--- src/rtl/seg_chain_driver.sv ---
module seg_chain_driver #(
  parameter int HALF_DIV = 2
) (
  input  logic       clk,
  input  logic       rst_n,
  input  logic       load,
  input  logic [3:0] digit_hi,
  input  logic [3:0] digit_lo,
  output logic       ser_data,
  output logic       shift_clk,
  output logic       latch_clk,
  output logic       mr_n,
  output logic       oe_n
);
  localparam int PW = $clog2(2 * HALF_DIV) + 1;
  localparam logic [PW-1:0] PH_HI  = PW'(HALF_DIV - 1);
  localparam logic [PW-1:0] PH_END = PW'(2 * HALF_DIV - 1);

  typedef enum logic [1:0] {S_IDLE, S_SHIFT, S_LATCH} st_t;

  function automatic logic [7:0] seg_of(input logic [3:0] d);
    case (d)
      4'd0: seg_of = 8'hC0;
      4'd1: seg_of = 8'hF9;
      4'd2: seg_of = 8'hA4;
      4'd3: seg_of = 8'hB0;
      4'd4: seg_of = 8'h99;
      4'd5: seg_of = 8'h92;
      4'd6: seg_of = 8'h82;
      4'd7: seg_of = 8'hF8;
      4'd8: seg_of = 8'h80;
      4'd9: seg_of = 8'h90;
      default: seg_of = 8'hFF;
    endcase
  endfunction

  st_t           state;
  logic [PW-1:0] ph;
  logic [3:0]    bitn;
  logic [15:0]   shreg;
  logic          sclk_q, latch_q, mr_q, oe_q;
  logic          pend;
  logic [3:0]    pend_hi, pend_lo;

  assign ser_data  = shreg[15];
  assign shift_clk = sclk_q;
  assign latch_clk = latch_q;
  assign mr_n      = mr_q;
  assign oe_n      = oe_q;

  always_ff @(posedge clk or negedge rst_n) begin
    if (!rst_n) begin
      state   <= S_IDLE;
      ph      <= '0;
      bitn    <= '0;
      shreg   <= '0;
      sclk_q  <= 1'b0;
      latch_q <= 1'b0;
      mr_q    <= 1'b0;
      oe_q    <= 1'b1;
      pend    <= 1'b0;
      pend_hi <= '0;
      pend_lo <= '0;
    end else begin
      mr_q <= 1'b1;
      if (load && state != S_IDLE) begin
        pend    <= 1'b1;
        pend_hi <= digit_hi;
        pend_lo <= digit_lo;
      end
      case (state)
        S_IDLE: begin
          if (load || pend) begin
            shreg   <= load ? {seg_of(digit_hi), seg_of(digit_lo)}
                            : {seg_of(pend_hi), seg_of(pend_lo)};
            pend    <= 1'b0;
            ph      <= '0;
            bitn    <= '0;
            sclk_q  <= 1'b0;
            latch_q <= 1'b0;
            state   <= S_SHIFT;
          end
        end
        S_SHIFT: begin
          if (ph == PH_END) begin
            ph     <= '0;
            sclk_q <= 1'b0;
            shreg  <= {shreg[14:0], 1'b0};
            if (bitn == 4'd15) state <= S_LATCH;
            else               bitn  <= bitn + 4'd1;
          end else begin
            ph <= ph + 1'b1;
            if (ph == PH_HI) sclk_q <= 1'b1;
          end
        end
        S_LATCH: begin
          if (ph == PH_HI) begin
            latch_q <= 1'b1;
            oe_q    <= 1'b0;
          end
          if (ph == PH_END) begin
            ph    <= '0;
            state <= S_IDLE;
          end else begin
            ph <= ph + 1'b1;
          end
        end
        default: state <= S_IDLE;
      endcase
    end
  end
endmodule

--- config.mk ---
export PLATFORM = sky130hd
export DESIGN_NAME = seg_chain_driver
export DESIGN_NICKNAME = d
export VERILOG_FILES = /design/src/rtl/seg_chain_driver.sv
export SDC_FILE = /design/constraint.sdc
export NUM_CORES = 1
export LEC_CHECK = 0
export BUFFER_PORTS_ARGS = -buffer_cell sky130_fd_sc_hd__buf_2
export CORE_MARGIN = 2
export CORE_UTILIZATION = 61
export CTS_CLUSTER_SIZE = 8
export DETAILED_ROUTE_END_ITERATION = 10
export PLACE_DENSITY = 0.8
export SLEW_MARGIN = 20
export SYNTH_ARGS = -nofsm -noshare
export SYNTH_HDL_FRONTEND = slang
export SYNTH_SLANG_ARGS = --single-unit
--- constraint.sdc ---
create_clock -name clk -period 1.9 [get_ports clk]
set_input_delay 0.19 -clock clk [delete_from_list [all_inputs] [get_ports clk]]
set_output_delay 0.19 -clock clk [all_outputs]
set_load 0.02 [all_outputs]
== After elaboration in Yosys (flattened, before gate mapping) ==
Memory sizes are Yosys's and may differ from the RTL's.
Cells that the tools add are included.

* Flip-flop bits (word level): 38
* Memory bits (read-only): 448
* Memories: 4

{| class="wikitable"
|+ Memories
! memory !! words !! width !! read ports !! clocked after Yosys merged registers in !! wr ports !! line !! RTL
|-
| (name not given) || 16 || 7 || 1 || 0 || 0 || 22 || <nowiki>case (d)</nowiki>
|-
| (name not given) || 16 || 7 || 1 || 0 || 0 || 22 ||
|-
| (name not given) || 16 || 7 || 1 || 0 || 0 || 22 ||
|-
| (name not given) || 16 || 7 || 1 || 0 || 0 || 22 ||
|}

* Add/sub/neg operators: 2
* Eq/ne operators: 12
* Muxes and demuxes: 24
* Reduce and logical (&&, ||, !) cells: 15

{| class="wikitable"
|+ Operators with widths
! operator !! count
|-
| 16-bit 2-to-1 mux || 3
|-
| 16-bit case mux with 2 select lines || 1
|-
| 4-bit 2-to-1 mux || 3
|-
| 2-bit != test, second input constant || 6
|-
| 3-bit AND reduction || 3
|-
| 2-bit 2-to-1 mux || 4
|-
| 4-bit case mux with 2 select lines || 1
|-
| 4-bit AND reduction || 2
|-
| 2-bit nonzero test || 4
|-
| 1-bit 2-to-1 mux || 6
|-
| 3-bit 2-to-1 mux || 2
|-
| 2-bit case mux with 3 select lines || 1
|-
| 3-bit case mux with 2 select lines || 1
|-
| 4-bit by 1-bit adder with 4-bit output, second input constant || 1
|-
| 4-bit equality test, second input constant || 1
|-
| 1-bit case mux with 2 select lines || 2
|-
| 2-bit AND reduction || 2
|-
| 3-bit by 1-bit adder with 3-bit output, second input constant || 1
|-
| 3-bit by 1-bit equality test with 1-bit output, second input constant || 1
|-
| 3-bit by 2-bit equality test with 1-bit output, second input constant || 1
|-
| 3-bit != test, second input constant || 1
|-
| 2-bit by 1-bit equality test with 1-bit output, second input constant || 1
|-
| 2-bit equality test, second input constant || 1
|-
| 2-bit zero test || 1
|-
| other kinds (3) || 3
|}

== Depth between registers and ports, before layout ==
Gate-level depths: netlist (run 1).

* Depth in word-level cells: 5
* Gate-level depth with buffers: 8

== Least setup slack after synthesis (run 1) ==
OpenSTA, ideal clock, no wires.

* Kind: flip-flop to flip-flop
* From: register state[0]
* To: register bitn[3]
* Arrival: 1.718 ns
* Required time: 1.821 ns
* Setup slack: 0.103 ns
* Cell stages (with the launch flop): 8
* Buffers on the path: 1
* Clock period less this slack: 1.797 ns
* Cells stage by stage: dfrtp_1 -> inv_1 -> ha_1 -> buf_6 -> nor3b_4 -> or4b_4 -> nor2_4 -> mux2i_1

* Word-level cells in the longest chain between the ends: 3
* Elaborated cells on any way between the ends: 8

{| class="wikitable"
|+ RTL lines
! what !! line !! RTL
|-
| start: declaration || 37 || <nowiki>st_t state;</nowiki>
|-
| start signal: assignment || 53 || <nowiki>state <= S_IDLE;</nowiki>
|-
| start signal: assignment || 81 || <nowiki>state <= S_SHIFT;</nowiki>
|-
| start signal: assignment || 89 || <nowiki>if (bitn == 4'd15) state <= S_LATCH;</nowiki>
|-
| 2-bit by 1-bit equality test with 1-bit output / 2-bit zero test (equally long branches) || 71 || <nowiki>case (state)</nowiki>
|-
| 2-bit != test (no source line) / 2-bit nonzero test (equally long branches) || - ||
|-
| 4-bit AND reduction (no source line) || - ||
|-
| end signal: assignment || 90 || <nowiki>else bitn <= bitn + 4'd1;</nowiki>
|-
| end: declaration || 39 || <nowiki>logic [3:0] bitn;</nowiki>
|}

Several ways; a longest one is shown, not always the timed one.
A chain may end at the register's enable or synchronous reset.

== Final worst setup path (run 1) ==
* From: register state[1]
* To: register shreg[2]

* Word-level cells in the longest chain between the ends: 3
* Elaborated cells on any way between the ends: 7

{| class="wikitable"
|+ RTL lines
! what !! line !! RTL
|-
| 2-bit by 1-bit equality test with 1-bit output / 2-bit zero test (equally long branches) || 71 ||
|-
| 2-bit != test (no source line) / 2-bit nonzero test (equally long branches) || - ||
|-
| 3-bit AND reduction (no source line) || - ||
|-
| end signal: assignment || 74 || <nowiki>shreg <= load ? {seg_of(digit_hi), seg_of(digit_lo)}</nowiki>
|-
| end signal: assignment || 88 || <nowiki>shreg <= {shreg[14:0], 1'b0};</nowiki>
|-
| end: declaration || 40 || <nowiki>logic [15:0] shreg;</nowiki>
|}

Several ways; a longest one is shown, not always the timed one.

==> results of run 1 <==
state kept, by name (all words and copies together) (netlist names):
signal     count
bitn           4
latch_clk      1
mr_n           1
oe_n           1
pend           1
pend_hi        4
pend_lo        4
ph             3
shift_clk      1
shreg         16
state          2
per-layer routing:
layer | vias to the layer above | global-route usage [%] | part of all wire (%)
met5 | - | 0 | 0
met3 | 5 | 3.85 | 4.8
met1 | 1012 | 32.4 | 47
met2 | 56 | 38.3 | 47
met4 | 0 | 6.08 | 1.1
li1 | 1095 | - | -
power groups by stage:
stage	clock, W	combinational (W)	sequential (W)
after floorplan	0	0.00159	0.00134
after global placement	0	0.00194	0.00143
after detailed placement	0	0.00199	0.00145
after CTS	0.000671	0.00200	0.00143
after global routing	0.000697	0.00235	0.00149
final	0.000662	0.00208	0.00144
final cells by class:
class	count	area (sq um)	share of cell area [%]
clock buffer	7	76.3	2.57
clock inverter	1	30.0	1.01
inverter	19	71.3	2.40
multi-input combinational	227	1600	53.9
sequential	38	952	32.1
tap	52	65.1	2.19
timing repair buffer	28	173	5.82
Yosys cell counts, types with 5 or more instances:
library cell  count
ha_1             27
o211ai_1          6
clkbuf_1          9
a21oi_1          26
nand3_1          12
nor2_1           18
nand2_1          23
mux2_2            6
o21ai_0          28
a22oi_1           5
nor2b_1           6
dfrtp_1          37
or2_2             6
buf_6             5
inv_1            19
nand2b_1         16
what timing repair did:
action,in CTS,in global routing
resized for setup,0,5
endpoints found under the setup margin,0,11
hold buffers,0,0
setup buffers,0,1
through the flow:
stage               utilization [%]  cells  area, sq um
floorplan                         -    301         2710
global placement               65.5    363         2830
detailed placement             65.5    363         2830
CTS                            68.0    371         2940
global route                   68.7    372         2970
finish                         68.7    372         2970
critical path: stages, from the launching register on:
cell     delay [ps]
dfrtp_1         400
inv_1           130
ha_2            260
nor2_1          120
a211o_4         410
a221o_1         370
final timing paths:
kind / start / to / slack (ps) / cells after the start
min: rst_n / shreg[9]$_DFFE_PN0P_ / -10 / 1
min in group clk: digit_hi[0] / pend_hi[0]$_DFFE_PN0P_ / 190 / 3
max: state[1]$_DFFE_PN0P_ / shreg[2]$_DFFE_PN0P_ / 80 / 5
max reg2reg: state[1]$_DFFE_PN0P_ / shreg[2]$_DFFE_PN0P_ / 80 / 5
min reg2reg: oe_n$_DFFE_PN1P_ / oe_n$_DFFE_PN1P_ / 460 / 2
max in group asynchronous: rst_n / bitn[0]$_DFFE_PN0P_ / 1380 / 1
logic make-up after synthesis:
| logic type | after synthesis | synth area share (%) |
|---|---|---|
| and+or+nand+nor | 97 | 19.8 |
| AOI/OAI and AO/OA | 93 | 22.3 |
| DFF | 38 | 35.1 |
| buffers and inverters | 36 | 6.60 |
| adders and majority gates | 27 | 12.5 |
| muxes | 9 | 3.60 |
| other | 1 | 0.138 |
==> results by group, run 1 <==
Outcome
  – Status: complete, but fails checks
  – Failing checks: negative hold slack

Power
  – Part of the power in the clock network: 15.8%
  – Psw: 0.00172 W
  – Flop pwr share: 34.4%
  – Max IR drop VDD: 0.758 mV
  – Internal power: 0.00246 W
  – Net Sw Frac: 41.2%
  – Pwr/cell area: 1410 nW/um^2
  – Total Power: 0.00418 W
  – P_leak: 1.34 nW
  – Comb pwr share: 49.8%

Timing
  – Tightest Pin Transition: 820 ps
  – Hold slack final: -13.2 ps
  – Slew margin rel.: 45.3%
  – Layout Skew: 4.31 ps
  – Setup tns final: 0 ps
  – Max Clk Rate: 0.549 GHz
  – Final Setup Violations: 0
  – Fin crit share: 95.8%
  – RSZ-0062 raised after global routing: false
  – Final WS setup: 79.9 ps
  – Tmin final: 1820 ps
  – Fin. Hold Viols: 7
  – Max-slew violation count: 0

Worst setup path
  – CP startpoint kind: register
  – Worst-path fanout max: 16
  – WP data required: 2070 ps
  – WP data arrival: 1990 ps
  – Crit path kind: register to register
  – Crit end category: register

Detailed routing
  – WL final: 5570 um
  – Avg WL per Cell: 15.0 um
  – Drt first-iter violations: 146
  – Post-detailed-route count of antenna-violating nets: 0
  – Pre-Repair DR Iteration Count: 5
  – Detailed-route via count: 2168
  – Detailed-route DRC error count: 0
  – DR vias/cell: 5.83

Place
  – Post-Place Worst Slack: 17.9 ps
  – HPWL Detailed: 4150 um
  – Routability cong.: 0.848
  – # port buffers: 15

Yosys
  – Mapped cell area: 2710 sq um
  – Synth Warn #: 0
  – Syn_nets: 339
  – Synth area leaders: dfrtp_1 (34%), ha_1 (12%), o21ai_0 (5.2%), a21oi_1 (4.8%), nand2b_1 (3.7%)
  – Mean post-synth cell area: 9.00 sq um
  – Synth top area share: 34.2%
  – #FFs+latches synth: 38
  – Sequential area share after synthesis: 35.1%
  – Ys async rst share: 100%
  – Leading area contributor after synthesis: dfrtp_1
  – Syn Inst Count: 301
  – Synth Flop Type: dfrtp_1
  – EDFF count, synth: 0
  – Post-synth cell types: 50

Global route
  – Maximum number of pins on one net before global-route repair: 39
  – Gr ovfl total: 0
  – Total track usage: 23.3%
  – Vias in the first global route: 1979
  – First-pass GRT wire length: 9310 um
  – Antenna violations before repair: 0

Layout
  – FILL cells: 346
  – Final #Nets: 357
  – N_diodes: 0
  – Most frequent cells in the layout: dfrtp_1 (37), o21ai_0 (28), a21oi_1 (26), ha_1 (25), nand2_1 (23)
  – Layout cells sized above 1: 18.8%
  – Commonest non-fill, non-tap cell in the layout: dfrtp_1
  – Synthesis-to-finish area growth: 9.56%

CTS
  – CTS tree: done
  – Clock slew at reported path FFs: 70 ps
  – Clock sinks: 38
  – CTS buffer count: 5
  – Max clock buf depth: 2
  – Clk_lat worst skew: 290 ps
  – CTS root buf: clkbuf_8
  – H-tree depth: 2

Run
  – Number of max-cap violations: 0

Floorplan
  – I/O pin count: 16
  – Die extent in y: 70.7 um
  – Die Wd: 70.7 um
  – Starting utilization of the core area: 62.7%
  – Num rows: 24
  – Die area: 4990 sq um
  – Area of the core: 4320 sq um

Min path
  – Worst hold-check path type: input pin to asynchronous set/reset pin
Power figures use the tool's default switching activity.
==> run 2: changes to the inputs <==
Settings changed: CORE_UTILIZATION 61 to 60, PLACE_DENSITY 0.8 to 0.79.
==> run 2 against run 1 <==
  * The flow now finishes without violations
  * Design area down 0.25%
  * Total power down 3.4%
  * Count of clock-buffer cells in the layout unchanged
  * Cell count up 0.54%
  * Core utilization down 0.65 points
  * Maximum frequency up 0.29%
  * Setup slack better by 5.2 ps
  * Global-route usage down 0.12 points
  * First-iteration DRC count up 18%
  * Register-to-register slack about the same
  * Highest routed layer unchanged
==> results by group, run 2 (synthesized netlist as in run 1, its figures left out) <==
Layout
  – Final #Nets: 359 (was 357)
  – FILL cells: 347 (was 346)
  – Layout cells sized above 1: 19.3% (was 18.8%)
  – Max FFs per register: 16 (unchanged)
  – Largest Register: shreg (unchanged)
  – N_diodes: 0 (unchanged)
  – Fin cells: 374 (was 372)
  – Commonest non-fill, non-tap cell in the layout: dfrtp_1 (unchanged)
  – Most frequent cells in the layout: dfrtp_1 (37), o21ai_0 (28), a21oi_1 (26), ha_1 (26), nand2_1 (23) (was dfrtp_1 (37), o21ai_0 (28), a21oi_1 (26), ha_1 (25), nand2_1 (23))
  – Synthesis-to-finish area growth: 9.28% (was 9.56%)

CTS
  – CTS buffer count: 5 (unchanged)
  – CTS tree: done (unchanged)
  – Clock slew at reported path FFs: 80 ps (was 70 ps)
  – Clk_lat worst skew: 290 ps (about the same)
  – CTS root buf: clkbuf_8 (unchanged)
  – H-tree depth: 2 (unchanged)
  – Clock sinks: 38 (unchanged)
  – Max clock buf depth: 2 (unchanged)

Worst setup path
  – WP buf/inv: 1 (unchanged)
  – Crit end category: register (unchanged)
  – Worst r2r path cells: 6 (was 5)
  – R2R Path Start: state[0]$_DFFE_PN0P_ (was state[1]$_DFFE_PN0P_)
  – Biggest cell delay along the critical path: 560 ps (was 410 ps)
  – Worst-path fanout max: 6 (was 16)
  – R2R Setup Slk: 90 ps (was 80 ps)
  – Crit path kind: register to register (unchanged)
  – CP startpoint kind: register (unchanged)
  – CP max-delay cell: or4b_4 (was a211o_4)
  – WP data required: 2110 ps (was 2070 ps)
  – Crit-path cells: inv_1 > ha_2 > nor3b_4 > or4b_4 > nor2_4 > mux2i_1 (was inv_1 > ha_2 > nor2_1 > a211o_4 > a221o_1)
  – CP top delay family: simple AND/OR/NAND/NOR gates (was compound AO/OA/AOI/OAI gates)
  – R2R Path End: bitn[3]$_DFFE_PN0P_ (was shreg[2]$_DFFE_PN0P_)
  – WP data arrival: 2030 ps (was 1990 ps)

Min path
  – Hold Crit Depth: 3
  – Endpoint, Worst Hold: pend_hi[0]$_DFFE_PN0P_
  – Worst hold-check path type: input pin to register (was input pin to asynchronous set/reset pin)
  – HP Start: digit_hi[0]

Timing
  – Layout Skew: 5.92 ps (was 4.31 ps)
  – RSZ-0062 raised after global routing: false (unchanged)
  – Tmin final: 1810 ps (was 1820 ps)
  – Max-slew violation count: 0 (unchanged)
  – Fin. Hold Viols: 0 (was 7)
  – Final Setup Violations: 0 (unchanged)
  – Max Clk Rate: 0.551 GHz (was 0.549 GHz)
  – Setup tns final: 0 ps (unchanged)
  – Fin crit share: 95.5% (was 95.8%)

Floorplan
  – Die Wd: 71.2 um (was 70.7 um)
  – Die extent in y: 71.2 um (was 70.7 um)
  – I/O pin count: 16 (unchanged)
  – Num rows: 24 (unchanged)
  – Area of the core: 4350 sq um (was 4320 sq um)
  – Die area: 5070 sq um (was 4990 sq um)
  – Starting utilization of the core area: 62.2% (was 62.7%)

Run
  – Number of max-cap violations: 0 (unchanged)

Place
  – Routability cong.: 0.855 (was 0.848)
  – # port buffers: 15 (unchanged)
  – Placed insts: 364 (was 363)
  – HPWL Detailed: 4040 um (was 4150 um)

Detailed routing
  – Post-detailed-route count of antenna-violating nets: 0 (unchanged)
  – Detailed-route DRC error count: 0 (unchanged)
  – WL final: 5480 um (was 5570 um)
  – Avg WL per Cell: 14.6 um (was 15.0 um)
  – Detailed-route via count: 2136 (was 2168)
  – Pre-Repair DR Iteration Count: 4 (was 5)
  – Drt first-iter violations: 173 (was 146)
  – DR vias/cell: 5.71 (was 5.83)

Power
  – Flop pwr share: 35.5% (was 34.4%)
  – Comb pwr share: 50.2% (was 49.8%)
  – Max IR drop VDD: 0.756 mV (was 0.758 mV)
  – Net Sw Frac: 42.3% (was 41.2%)
  – Pwr/cell area: 1360 nW/um^2 (was 1410 nW/um^2)
  – Internal power: 0.00233 W (was 0.00246 W)
  – Part of the power in the clock network: 14.2% (was 15.8%)
  – Psw: 0.00171 W (was 0.00172 W)
  – P_leak: 1.35 nW (was 1.34 nW)

Global route
  – Antenna violations before repair: 0 (unchanged)
  – Total track usage: 23.2% (was 23.3%)
  – Maximum number of pins on one net before global-route repair: 39 (unchanged)
  – Vias in the first global route: 1954 (was 1979)
  – First-pass GRT wire length: 9220 um (was 9310 um)
  – Gr ovfl total: 0 (unchanged)

Outcome
  – Status: completed (was complete, but fails checks)
[run 2: layer usage]
metal	share of wire [%]	GRT usage (%)	routed length (um)	up-vias
li1	-	-	-	1105
met1	50	34.3	2740	967
met5	0	0	0	-
met2	44	34.2	2400	52
met4	2.2	8.39	121	0
met3	3.8	3.85	210	12
[run 2: layout make-up]
cell class              count  area (sq um)  share of cell area (%)
well taps                  52          65.1                    2.20
inverters                  19          71.3                    2.41
flip-flops and latches     38           952                    32.2
clock inverters             1          5.00                   0.169
multi-input cells         227          1590                    53.7
clock buffers               7          86.3                    2.92
repair buffers             30           190                    6.42
[run 2: worst max-delay path by stage]
stage / end / slack [ps] / cells after the start / startpoint
after floorplan: bitn[3]$_DFFE_PN0P_ / 100 / 7 / state[0]$_DFFE_PN0P_
after global placement: bitn[3]$_DFFE_PN0P_ / 140 / 6 / state[0]$_DFFE_PN0P_
after detailed placement: bitn[3]$_DFFE_PN0P_ / 40 / 6 / state[0]$_DFFE_PN0P_
after CTS: bitn[3]$_DFFE_PN0P_ / 40 / 6 / state[0]$_DFFE_PN0P_
after global routing: bitn[3]$_DFFE_PN0P_ / 10 / 6 / state[0]$_DFFE_PN0P_
final: bitn[3]$_DFFE_PN0P_ / 90 / 6 / state[0]$_DFFE_PN0P_
[run 2: tightest hold or removal path, delay by kind of cell]
family / cells / cell delay (ps)
buffers and inverters: 1 / 130
AO/OA/AOI/OAI: 1 / 60
AND/OR/NAND/NOR: 1 / 50
[run 2: power by group through the flow]
stage / clock network [W] / logic, W / registers, W
2_1_floorplan: 0 / 0.00159 / 0.00134
3_3_place_gp: 0 / 0.00192 / 0.00143
3_5_place_dp: 0 / 0.00197 / 0.00144
5_1_grt: 0.000615 / 0.00229 / 0.00148
4_1_cts: 0.000588 / 0.00199 / 0.00143
6_report: 0.000574 / 0.00203 / 0.00143
[run 2: metrics by stage]
stage | worst slack (ps) | cell area [sq um] | total power, W | hold WS, ps | utilization [%]
final | 85.2 | 2960 | 0.00404 | 185 | 68.0
after global routing | 10.4 | 2960 | 0.00438 | 191 | 68.0
after CTS | 43.3 | 2940 | 0.00401 | 179 | 67.6
after detailed placement | 42.2 | 2840 | 0.00341 | 269 | 65.2
after global placement | 135 | 2840 | 0.00335 | 256 | 65.2
after floorplan | 103 | 2710 | 0.00294 | -106 | -
[run 2: timing repair]
action	in CTS	in global routing
resized for setup	0	4
setup endpoints to repair	0	11
hold buffers	1	0
hold endpoints to repair	37	0
setup buffers	0	1
==> run 3: changes to the inputs <==
Settings changed: ABC_AREA set to 1, CAP_MARGIN set to 20.
==> run 3 against run 2 <==
  * Setup slack gained 93 ps
  * Area after synthesis shrank 5.6%
  * Sequential share of layout area grew 2.0 points
  * Critical path type unchanged
  * Largest power group is now registers
  * Highest routed layer unchanged
==> results by group, run 3 <==
Timing
  – Fin. Hold Viols: 0 (unchanged)
  – Final WS setup: 179 ps (was 85.2 ps)
  – Max-slew violation count: 0 (unchanged)
  – RSZ-0062 raised after global routing: false (unchanged)
  – Tightest Pin Transition: 583 ps
  – Setup tns final: 0 ps (unchanged)
  – Tmin final: 1720 ps (was 1810 ps)
  – Slew margin rel.: 61.2%
  – Fin crit share: 90.6% (was 95.5%)
  – Max Clk Rate: 0.581 GHz (was 0.551 GHz)
  – Final Setup Violations: 0 (unchanged)
  – Layout Skew: 8.66 ps (was 5.92 ps)

Yosys
  – Mean post-synth cell area: 7.48 sq um (was 9.00 sq um)
  – #FFs+latches synth: 38 (unchanged)
  – Syn Inst Count: 342 (was 301)
  – Synth area leaders: dfrtp_1 (36%), nand2_1 (15%), ha_1 (13%), nand3_1 (7.4%), inv_1 (7.0%) (was dfrtp_1 (34%), ha_1 (12%), o21ai_0 (5.2%), a21oi_1 (4.8%), nand2b_1 (3.7%))
  – Sequential area share after synthesis: 37.2% (was 35.1%)
  – Synth Warn #: 0 (unchanged)
  – Synth cell count leaders: nand2_1 (100), inv_1 (48), nand3_1 (38) (was dfrtp_1 (37), o21ai_0 (28), ha_1 (27))
  – Syn_nets: 380 (was 339)
  – Synth top area share: 36.2% (was 34.2%)
  – Synth Flop Type: dfrtp_1 (unchanged)
  – EDFF count, synth: 0 (unchanged)
  – Post-synth cell types: 27 (was 50)
  – Ys async rst share: 100% (unchanged)
  – Leading area contributor after synthesis: dfrtp_1 (unchanged)
  – Mapped cell area: 2560 sq um (was 2710 sq um)
  – Cell with the most instances after synthesis: nand2_1 (was dfrtp_1)

Floorplan
  – Num rows: 23 (was 24)
  – Die extent in y: 69.3 um (was 71.2 um)
  – Die area: 4800 sq um (was 5070 sq um)
  – Starting utilization of the core area: 63.0% (was 62.2%)
  – Area of the core: 4060 sq um (was 4350 sq um)
  – Die Wd: 69.3 um (was 71.2 um)
  – I/O pin count: 16 (unchanged)

Worst setup path
  – WP data arrival: 1910 ps (was 2030 ps)
  – Crit-path cells: inv_1 > ha_1 > inv_1 > nand2_1 > nand3_4 > a21oi_1 > a21oi_2 (was inv_1 > ha_2 > nor3b_4 > or4b_4 > nor2_4 > mux2i_1)
  – CP startpoint kind: register (unchanged)
  – WP data required: 2090 ps (was 2110 ps)
  – Crit path kind: register to register (unchanged)
  – CP dominant cell by count: inv_1
  – Worst-path fanout max: 25 (was 6)
  – CP max-delay cell: dfrtp_1 (was or4b_4)
  – Biggest cell delay along the critical path: 400 ps (was 560 ps)
  – Crit end category: register (unchanged)

CTS
  – Max clock buf depth: 2 (unchanged)
  – Post-cts sizing count: 0 (unchanged)
  – CTS tree: done (unchanged)
  – Setup Buffers After CTS: 0 (unchanged)
  – H-tree depth: 2 (unchanged)
  – Clk_lat worst skew: 300 ps (was 290 ps)
  – CTS root buf: clkbuf_8 (unchanged)
  – CTS buffer count: 5 (unchanged)
  – Clock sinks: 38 (unchanged)
  – Clock slew at reported path FFs: 80 ps (about the same)

Layout
  – Commonest non-fill, non-tap cell in the layout: nand2_1 (was dfrtp_1)
  – Synthesis-to-finish area growth: 8.95% (was 9.28%)
  – Layout cells sized above 1: 11.6% (was 19.3%)
  – Final #Nets: 399 (was 359)
  – Largest Register: shreg (unchanged)
  – FILL cells: 358 (was 347)
  – Max FFs per register: 16 (unchanged)
  – Most frequent cells in the layout: nand2_1 (100), inv_1 (48), nand3_1 (38), dfrtp_1 (37), o21ai_0 (33) (was dfrtp_1 (37), o21ai_0 (28), a21oi_1 (26), ha_1 (26), nand2_1 (23))
  – N_diodes: 0 (unchanged)

Power
  – Pwr/cell area: 603 nW/um^2 (was 1360 nW/um^2)
  – Max IR drop VDD: 0.319 mV (was 0.756 mV)
  – P_leak: 1.48 nW (was 1.35 nW)

Detailed routing
  – Pre-Repair DR Iteration Count: 5 (was 4)
  – Detailed-route via count: 2219 (was 2136)
  – WL final: 5170 um (was 5480 um)
  – Drt first-iter violations: 179 (was 173)
  – Detailed-route DRC error count: 0 (unchanged)
  – Post-detailed-route count of antenna-violating nets: 0 (unchanged)
  – Avg WL per Cell: 12.6 um (was 14.6 um)
  – DR vias/cell: 5.39 (was 5.71)

Place
  – Post-Place Worst Slack: 205 ps (was 42.2 ps)
  – # port buffers: 15 (unchanged)
  – Routability cong.: 0.845 (was 0.855)
  – HPWL Detailed: 3870 um (was 4040 um)

Global route
  – Antenna violations before repair: 0 (unchanged)
  – Total track usage: 24.4% (was 23.2%)
  – First-pass GRT wire length: 9590 um (was 9220 um)
  – Gr ovfl total: 0 (unchanged)
  – Maximum number of pins on one net before global-route repair: 26 (was 39)
  – Vias in the first global route: 2229 (was 1954)

Outcome
  – Status: completed (unchanged)

Run
  – Number of max-cap violations: 0 (unchanged)

Min path
  – Worst hold-check path type: input pin to register (unchanged)
[run 3: cell types whose count changed in the layout (fill, tap and decap cells not counted), sizes merged, moves of 4 or more]
cell and change:
nand2 +78, or2 -5, nand2b -17, buf -10
nand3 +27, a211oi -4, nor2 -7, inv +31
o21ai +9, mux2 -6, nor2b -6, a21oi -10
a22oi -4, nor3 -4
[run 3: metrics by stage]
step	std cells	cell area, sq um	hold slack, ps	power (W)	util (%)
5_1_grt	412	2790	303	0.00177	68.7
6_report	412	2790	270	0.00168	68.7
4_1_cts	412	2790	272	0.00169	68.7
3_5_place_dp	403	2680	227	0.00110	66.1
3_3_place_gp	403	2680	226	0.00110	66.1
2_1_floorplan	342	2560	-106	0.00102	-
[run 3: kinds of logic (layout without fill, tap and decap cells)]
kind of cell	count (synthesis)	in the layout	share of synthesized area, %
xor gates and xnor gates	1	1	0.343
DFF	38	38	37.2
and+or+nand+nor	155	155	26.1
other	1	1	0.147
AOI/OAI and AO/OA	62	62	13.9
buffers and inverters	58	78	9.05
adders and majority gates	27	27	13.2
[run 3: layout make-up]
type	count	area (sq um)	share of cell area, %
multi-input combinational	246	1370	49.3
sequential	38	952	34.2
inverter	50	188	6.74
timing repair buffer	20	115	4.13
clock buffer	6	82.6	2.96
tap	50	62.6	2.25
clock inverter	2	12.5	0.449
[run 3: where the power goes]
group          internal (W)  total (W)  switching (W)
Sequential         0.000831   0.000859      0.0000284
Combinational     0.0000791   0.000231       0.000152
Clock              0.000292   0.000591       0.000299
[run 3: critical path: cells and delay by family, from the launching register on]
family                     cells  cell delay [ps]
AOI/OAI and AO/OA              2              350
adders and majority gates      1              270
DFF                            1              400
buffers and inverters          2              210
and+or+nand+nor                2              380
[run 3: path summary, 6_finish.rpt]
| check | from | cells past startpoint | end | slack, ps |
|---|---|---|---|---|
| worst min-delay path | digit_lo[0] | 3 | pend_lo[0]$_DFFE_PN0P_ | 270 |
| min in group asynchronous | rst_n | 2 | pend_hi[0]$_DFFE_PN0P_ | 420 |
| worst max-delay path | state[0]$_DFFE_PN0P_ | 7 | shreg[11]$_DFFE_PN0P_ | 180 |
| worst max register to register | state[0]$_DFFE_PN0P_ | 7 | shreg[11]$_DFFE_PN0P_ | 180 |
| max in group asynchronous | rst_n | 3 | oe_n$_DFFE_PN1P_ | 860 |
| worst min register to register | oe_n$_DFFE_PN1P_ | 2 | oe_n$_DFFE_PN1P_ | 450 |
[run 3: timing repair]
action,in CTS,in global routing
endpoints found under the setup margin,0,0
hold buffers,1,0
hold endpoints to repair,23,0
[run 3: routing by layer]
layer | wire length [um] | track usage [%]
met4 | 95 | 8.93
met3 | 204 | 5.38
met2 | 2540 | 40.9
met5 | 0 | 0
met1 | 2330 | 30.8
